`src/rtl/clkreq_pkg.sv`:
```
`timescale 1ns/1ps
package clkreq_pkg;
  typedef enum logic [1:0] {
    REG_OFF   = 2'b00,
    REG_RSVD  = 2'b01,
    REG_TRACK = 2'b10,
    REG_ON    = 2'b11
  } reg_mode_e;
endpackage

```
`src/rtl/clkreq_sync.sv`:
```
`timescale 1ns/1ps
module clkreq_sync #(
  parameter int W      = 4,
  parameter int STAGES = 2
) (
  input  logic         clk,
  input  logic         rst,
  input  logic [W-1:0] d,
  output logic [W-1:0] q
);
  logic [W-1:0] stg [STAGES];

  genvar s;
  generate
    for (s = 0; s < STAGES; s++) begin : g_stage
      if (s == 0) begin : g_first
        always_ff @(posedge clk) begin
          if (rst) stg[0] <= '0;
          else     stg[0] <= d;
        end
      end else begin : g_next
        always_ff @(posedge clk) begin
          if (rst) stg[s] <= '0;
          else     stg[s] <= stg[s-1];
        end
      end
    end
  endgenerate

  assign q = stg[STAGES-1];
endmodule

```
`src/rtl/clkreq_qual.sv`:
```
`timescale 1ns/1ps
module clkreq_qual (
  input  logic pin_s,
  input  logic active_high,
  input  logic force_on,
  input  logic force_off,
  output logic req
);
  always_comb begin
    if (force_off)     req = 1'b0;
    else if (force_on) req = 1'b1;
    else               req = ~(pin_s ^ active_high);
  end
endmodule

```
`src/rtl/clkreq_out.sv`:
```
`timescale 1ns/1ps
module clkreq_out
  import clkreq_pkg::*;
#(
  parameter int NCH = 4
) (
  input  logic           clk,
  input  logic           rst,
  input  logic [NCH-1:0] req,
  input  logic           sreq_force,
  input  logic           sreq_active_high,
  input  logic           sreq_open,
  input  reg_mode_e      mode,
  input  logic           thermal_fault,
  output logic [NCH-1:0] ch_enable,
  output logic           sreq_level,
  output logic           sreq_drive_en,
  output logic           reg_enable,
  output logic [NCH-1:0] stat_ch_req,
  output logic           stat_sreq
);
  logic any_req, asserted, reg_on;

  always_comb begin
    any_req  = |req;
    asserted = ~thermal_fault & (any_req | sreq_force);
    unique case (mode)
      REG_ON:    reg_on = 1'b1;
      REG_TRACK: reg_on = any_req;
      default:   reg_on = 1'b0;
    endcase
    reg_on = reg_on & ~thermal_fault;
  end

  always_ff @(posedge clk) begin
    if (rst) begin
      ch_enable     <= '0;
      sreq_level    <= 1'b0;
      sreq_drive_en <= 1'b0;
      reg_enable    <= 1'b0;
      stat_ch_req   <= '0;
      stat_sreq     <= 1'b0;
    end else begin
      ch_enable     <= thermal_fault ? '0 : req;
      sreq_level    <= sreq_active_high ? asserted : ~asserted;
      sreq_drive_en <= sreq_open ? asserted : 1'b1;
      reg_enable    <= reg_on;
      stat_ch_req   <= req;
      stat_sreq     <= asserted;
    end
  end
endmodule

```
`src/rtl/clkreq_arbiter.sv`:
```
`timescale 1ns/1ps
module clkreq_arbiter
  import clkreq_pkg::*;
#(
  parameter int NCH         = 4,
  parameter int SYNC_STAGES = 2
) (
  input  logic           clk,
  input  logic           rst,
  input  logic [NCH-1:0] req_pin,
  input  logic [NCH-1:0] ch_active_high,
  input  logic [NCH-1:0] ch_force_on,
  input  logic [NCH-1:0] ch_force_off,
  input  logic           sreq_force,
  input  logic           sreq_active_high,
  input  logic           sreq_open,
  input  logic [1:0]     reg_mode,
  input  logic           thermal_fault,
  output logic [NCH-1:0] ch_enable,
  output logic           sreq_level,
  output logic           sreq_drive_en,
  output logic           reg_enable,
  output logic [NCH-1:0] stat_ch_req,
  output logic           stat_sreq
);
  logic [NCH-1:0] pin_s;
  logic [NCH-1:0] req;

  clkreq_sync #(.W(NCH), .STAGES(SYNC_STAGES)) u_sync (
    .clk(clk), .rst(rst), .d(req_pin), .q(pin_s)
  );

  genvar i;
  generate
    for (i = 0; i < NCH; i++) begin : g_ch
      clkreq_qual u_qual (
        .pin_s      (pin_s[i]),
        .active_high(ch_active_high[i]),
        .force_on   (ch_force_on[i]),
        .force_off  (ch_force_off[i]),
        .req        (req[i])
      );
    end
  endgenerate

  clkreq_out #(.NCH(NCH)) u_out (
    .clk             (clk),
    .rst             (rst),
    .req             (req),
    .sreq_force      (sreq_force),
    .sreq_active_high(sreq_active_high),
    .sreq_open       (sreq_open),
    .mode            (reg_mode_e'(reg_mode)),
    .thermal_fault   (thermal_fault),
    .ch_enable       (ch_enable),
    .sreq_level      (sreq_level),
    .sreq_drive_en   (sreq_drive_en),
    .reg_enable      (reg_enable),
    .stat_ch_req     (stat_ch_req),
    .stat_sreq       (stat_sreq)
  );
endmodule

```
`config.mk`:
```
export PLATFORM = sky130hd
export DESIGN_NAME = clkreq_arbiter
export DESIGN_NICKNAME = d
export VERILOG_FILES = /design/src/rtl/clkreq_pkg.sv /design/src/rtl/clkreq_sync.sv /design/src/rtl/clkreq_qual.sv /design/src/rtl/clkreq_out.sv /design/src/rtl/clkreq_arbiter.sv
export SDC_FILE = /design/constraint.sdc
export NUM_CORES = 1
export LEC_CHECK = 0
export BUFFER_PORTS_ARGS = -buffer_cell sky130_fd_sc_hd__buf_2
export CAP_MARGIN = 5
export CORE_UTILIZATION = 41
export CTS_CLUSTER_DIAMETER = 50
export DETAILED_ROUTE_END_ITERATION = 12
export MAX_ROUTING_LAYER = met4
export PLACE_DENSITY = 0.74
export SETUP_SLACK_MARGIN = 0.1
export SLEW_MARGIN = 10
export SYNTH_ARGS = -nofsm -noshare
export SYNTH_HDL_FRONTEND = slang
export SYNTH_SLANG_ARGS = --single-unit
```
`constraint.sdc`:
```
create_clock -name clk -period 1.4 [get_ports clk]
set_clock_uncertainty 0.2 [all_clocks]
set_input_delay 0.14 -clock clk [delete_from_list [all_inputs] [get_ports clk]]
set_output_delay 0.14 -clock clk [all_outputs]
set_load 0.01 [all_outputs]
```
==> impl_summary.md <==
Drt
The routed via count is 636. Dividing the detail-routed via count by the number of cells gives 4.82. The count of unresolved DRC violations after routing is 0.

The detailed router finished its first iteration with 9 violations. The post-detailed-route wirelength per cell is 12.0 µm. The detailed-router iteration count before antenna repair is 4. The residual antenna-violating net count after detailed routing is 0.

The final layout contains routed wiring with a total length of 1.59 mm.

Flow run
The tool flagged a number of max-cap violations equal to 0.

Pwr
The maximum vdd ir drop is 728 µV. The post-route total power is 1110 µW. Power spread over the standard cell area amounts to 1030 nW/µm². The analysis attributes to cell leakage a power of 0.000541 µW.

Clock network
The library cell used as clock root buffer is clkbuf_4. The depth of the CTS H-tree is 1. The clock latency of the later-clocked register in the worst-skew pair is 0.28 ns. TritonCTS created 3 clock buffers. The count of clock tree sinks is 20. The clock tree from TritonCTS is done. The number of buffers added to fix hold violations after cts is 12. The maximum count of clock buffers along a single path is 2. The clock slew seen by the registers of the worst setup and hold paths is 0.11 ns.

Worst setup path
The critical path crosses 4 cells after its start point. The worst path required time is 1.39 ns. The number of cells on the worst reg-to-reg path is 4. The kind of critical path is flop to flop. The critical path goes through xnor2_2 > o21bai_2 > and4_4 > a211o_1.

The delay contributed by the slowest stage of the critical path is 0.35 ns. In this run the worst path has a maximum fanout of 4. The worst path buffer plus inverter count is 0. The signal arrival time at the worst endpoint is 1.34 ns. The worst setup path is launched from a flop.

Tracing the worst setup path back leads to its startpoint at u_sync.stg[1][0]. Grouping stages by cell kind, the critical path spends the most delay in flip-flops. The critical path endpoint category is a flop. The highest-delay cell along the critical path is dfxtp_2. The launching point of the worst reg2reg path is u_sync.stg[1][0].

GRT
Entering global routing, the biggest net connects 12 pins. The number of global-route vias before repair is 631. The first global-routing pass estimated 2.61 mm of wire.

After global routing the overflow that remains totals 0. In the global route stage, overall resource usage came out at 20.3%. The number of antenna violations at the first check in global routing is 0.

Cells and area
The proportion of layout cells with a drive suffix above 1 is 48.3%. Counting the fill cells in the layout gives 105. The net count of the finished layout is 141. The antenna cell count is 0. The area used by multi-input combinational logic is 282 µm².

At the end of the flow the core is filled with cells to 71.5%. Once layout is done, the placed cells without fillers occupy 1080 µm². The footprint of the flip-flops and latches is 404 µm². The area growth from synthesis to layout is 62.5%.

STA
The number of endpoints with negative hold slack in the final report is 2. The final hold slack is -0.0679 ns. Setup repair after global routing could not meet its margin everywhere. The relative slew slack is 87.7%. Setup total negative slack on the finished layout was measured at 0 ns. Setup violations remaining at the end of the flow were counted as 0. The share of the cycle needed by the critical path after routing is 96.2%. The worst path needs 1.35 ns of the cycle, external delays included. Derived from the worst setup path, the maximum achievable clock frequency is 742 MHz. The total count of max-transition violations in the final report is 0. The transition time of the tightest slew-check pin is 0.184 ns.

Hold path
Along the worst hold path, the cell count comes to 3. The class of the most critical hold timing path is primary input to flop. The startpoint of the tightest hold check path is ch_force_off[3].

Logic synthesis
The share of synthesized area in the top cell type comes to 60.4%. The most frequently used cell type in the post-synthesis netlist is dfxtp_1. Sorting the synthesized cells by how often they occur yields 20 x dfxtp_1, 9 x nor2_1, 8 x nor2b_1, 4 x o21bai_2, 4 x xnor2_1. The flip-flop and latch count after synthesis is 20.

Each instance of the synthesized netlist takes up on average 10.7 µm². The number of nets in the synthesized netlist is 86. The top cell type by total area after synthesis is dfxtp_1. In this run, synthesis inferred 0 flip-flops with an integrated enable. The post-synthesis async set-or-reset flop share is 0%.

The share of synthesized area occupied by flip-flops and latches is 60.4%. The total of warnings raised by yosys is 0. By area the synthesized netlist is led by dfxtp_1 60%, nor2b_1 7.5%, o21bai_2 6.8%. In this run the cell area of the synthesized design comes to 663 µm². The most used flip-flop cell after synthesis is dfxtp_1. After technology mapping, the gate count stands at 62.

After synthesis, the netlist uses 19 different library cells.

Place
The final estimated routing congestion in global placement is 0.822. The HPWL after detailed placement is 973 µm. The total cell area at the placement stage is 870 µm².

Input and output buffers added on the ports amount to 35.

Die
After floorplanning, the core was sized to cover 1510 µm². The die extent in x is 42.2 µm. The overall die area is 1780 µm². The chip height is 42.2 µm.

The number of rows in the core area is 14. The starting density of the core is 44.0%. For this design the top-level I/O count stands at 36.

Status
The flow ran to the end, but the final reports show violations. The checks that failed: hold timing.
-- tightest hold or removal path, cell delays in order --
cell and delay (ns):
buf_2 0.07, o21bai_2 0.13, nor2_1 0.05
-- state kept, by name (all words and copies together) (netlist names) --
register,flops
u_out.sreq_drive_en,1
u_out.sreq_level,1
u_out.ch_enable,4
u_out.reg_enable,1
u_out.stat_sreq,1
u_out.stat_ch_req,4
u_sync.stg,8
-- placed cells by master, fill, tap and decap left out, drive strengths merged --
cell and n:
nand2b 1, dfxtp 20, xnor2 4, dlymetal6s4s 1
or2 1, clkbuf 4, a211o 1, nor2 9
nand2 2, nor2b 8, buf 39, o21bai 4
a31oi 1, a41oi 1, inv 2, a21o 1
a21oi 2, nand3 1, o21ai 1, and4 1
nor3 1, dlygate4sd3 11
-- cell type report --
cell class | count | share of cell area, %
inverter | 2 | 0.697
tap | 16 | 1.86
clock buffer | 4 | 3.37
sequential | 20 | 37.5
multi-input combinational | 39 | 26.1
timing repair buffer | 51 | 30.4
-- worst paths after layout --
check	end	slack, ns
setup reg to reg	u_out.sreq_level	0.05
hold reg to reg	u_sync.stg[1][0]	0.24
hold / removal	u_out.stat_ch_req[3]	-0.07
setup / recovery	u_out.sreq_level	0.05
-- cell families (layout without fill, tap and decap cells) --
kind of cell,count (synthesis),in the layout,synth area share [%]
compound gates,11,11,13.8
simple gates,24,24,18.9
flops,20,20,60.4
buf+inv,3,57,1.70
xor+xnor,4,4,5.28
-- timing repair --
| action | 4_1_cts | 5_1_grt |
|---|---|---|
| gates resized for setup | 4 | 4 |
| pin swaps | 6 | 4 |
| setup endpoints to repair | 3 | 4 |
| hold endpoints to repair | 12 | 2 |
| setup buffers | 2 | 0 |
-- metal layers --
metal / GRT usage (%) / part of all wire [%]
met2: 33.8 / 50
met4: 16.9 / 5.8
met3: 6.47 / 6.6
met5: - / 0
met1: 18.4 / 37
-- where the power goes --
part           switching [µW]  internal (µW)
Sequential               8.27            599
Combinational            77.6            106
Clock                     165            158
Total                     250            863
-- metrics by stage --
| step | hold slack, ns | setup slack (ns) | std cells |
|---|---|---|---|
| 2_1_floorplan | 0.0116 | 0.109 | 62 |
| 4_1_cts | -0.0771 | 0.0436 | 132 |
| 3_5_place_dp | 0.149 | 0.0321 | 114 |
| 6_report | -0.0679 | 0.0529 | 132 |
| 5_1_grt | -0.0667 | 0.00971 | 132 |
| 3_3_place_gp | 0.148 | 0.0697 | 114 |
No activity file was read; power rests on OpenSTA's default activity.
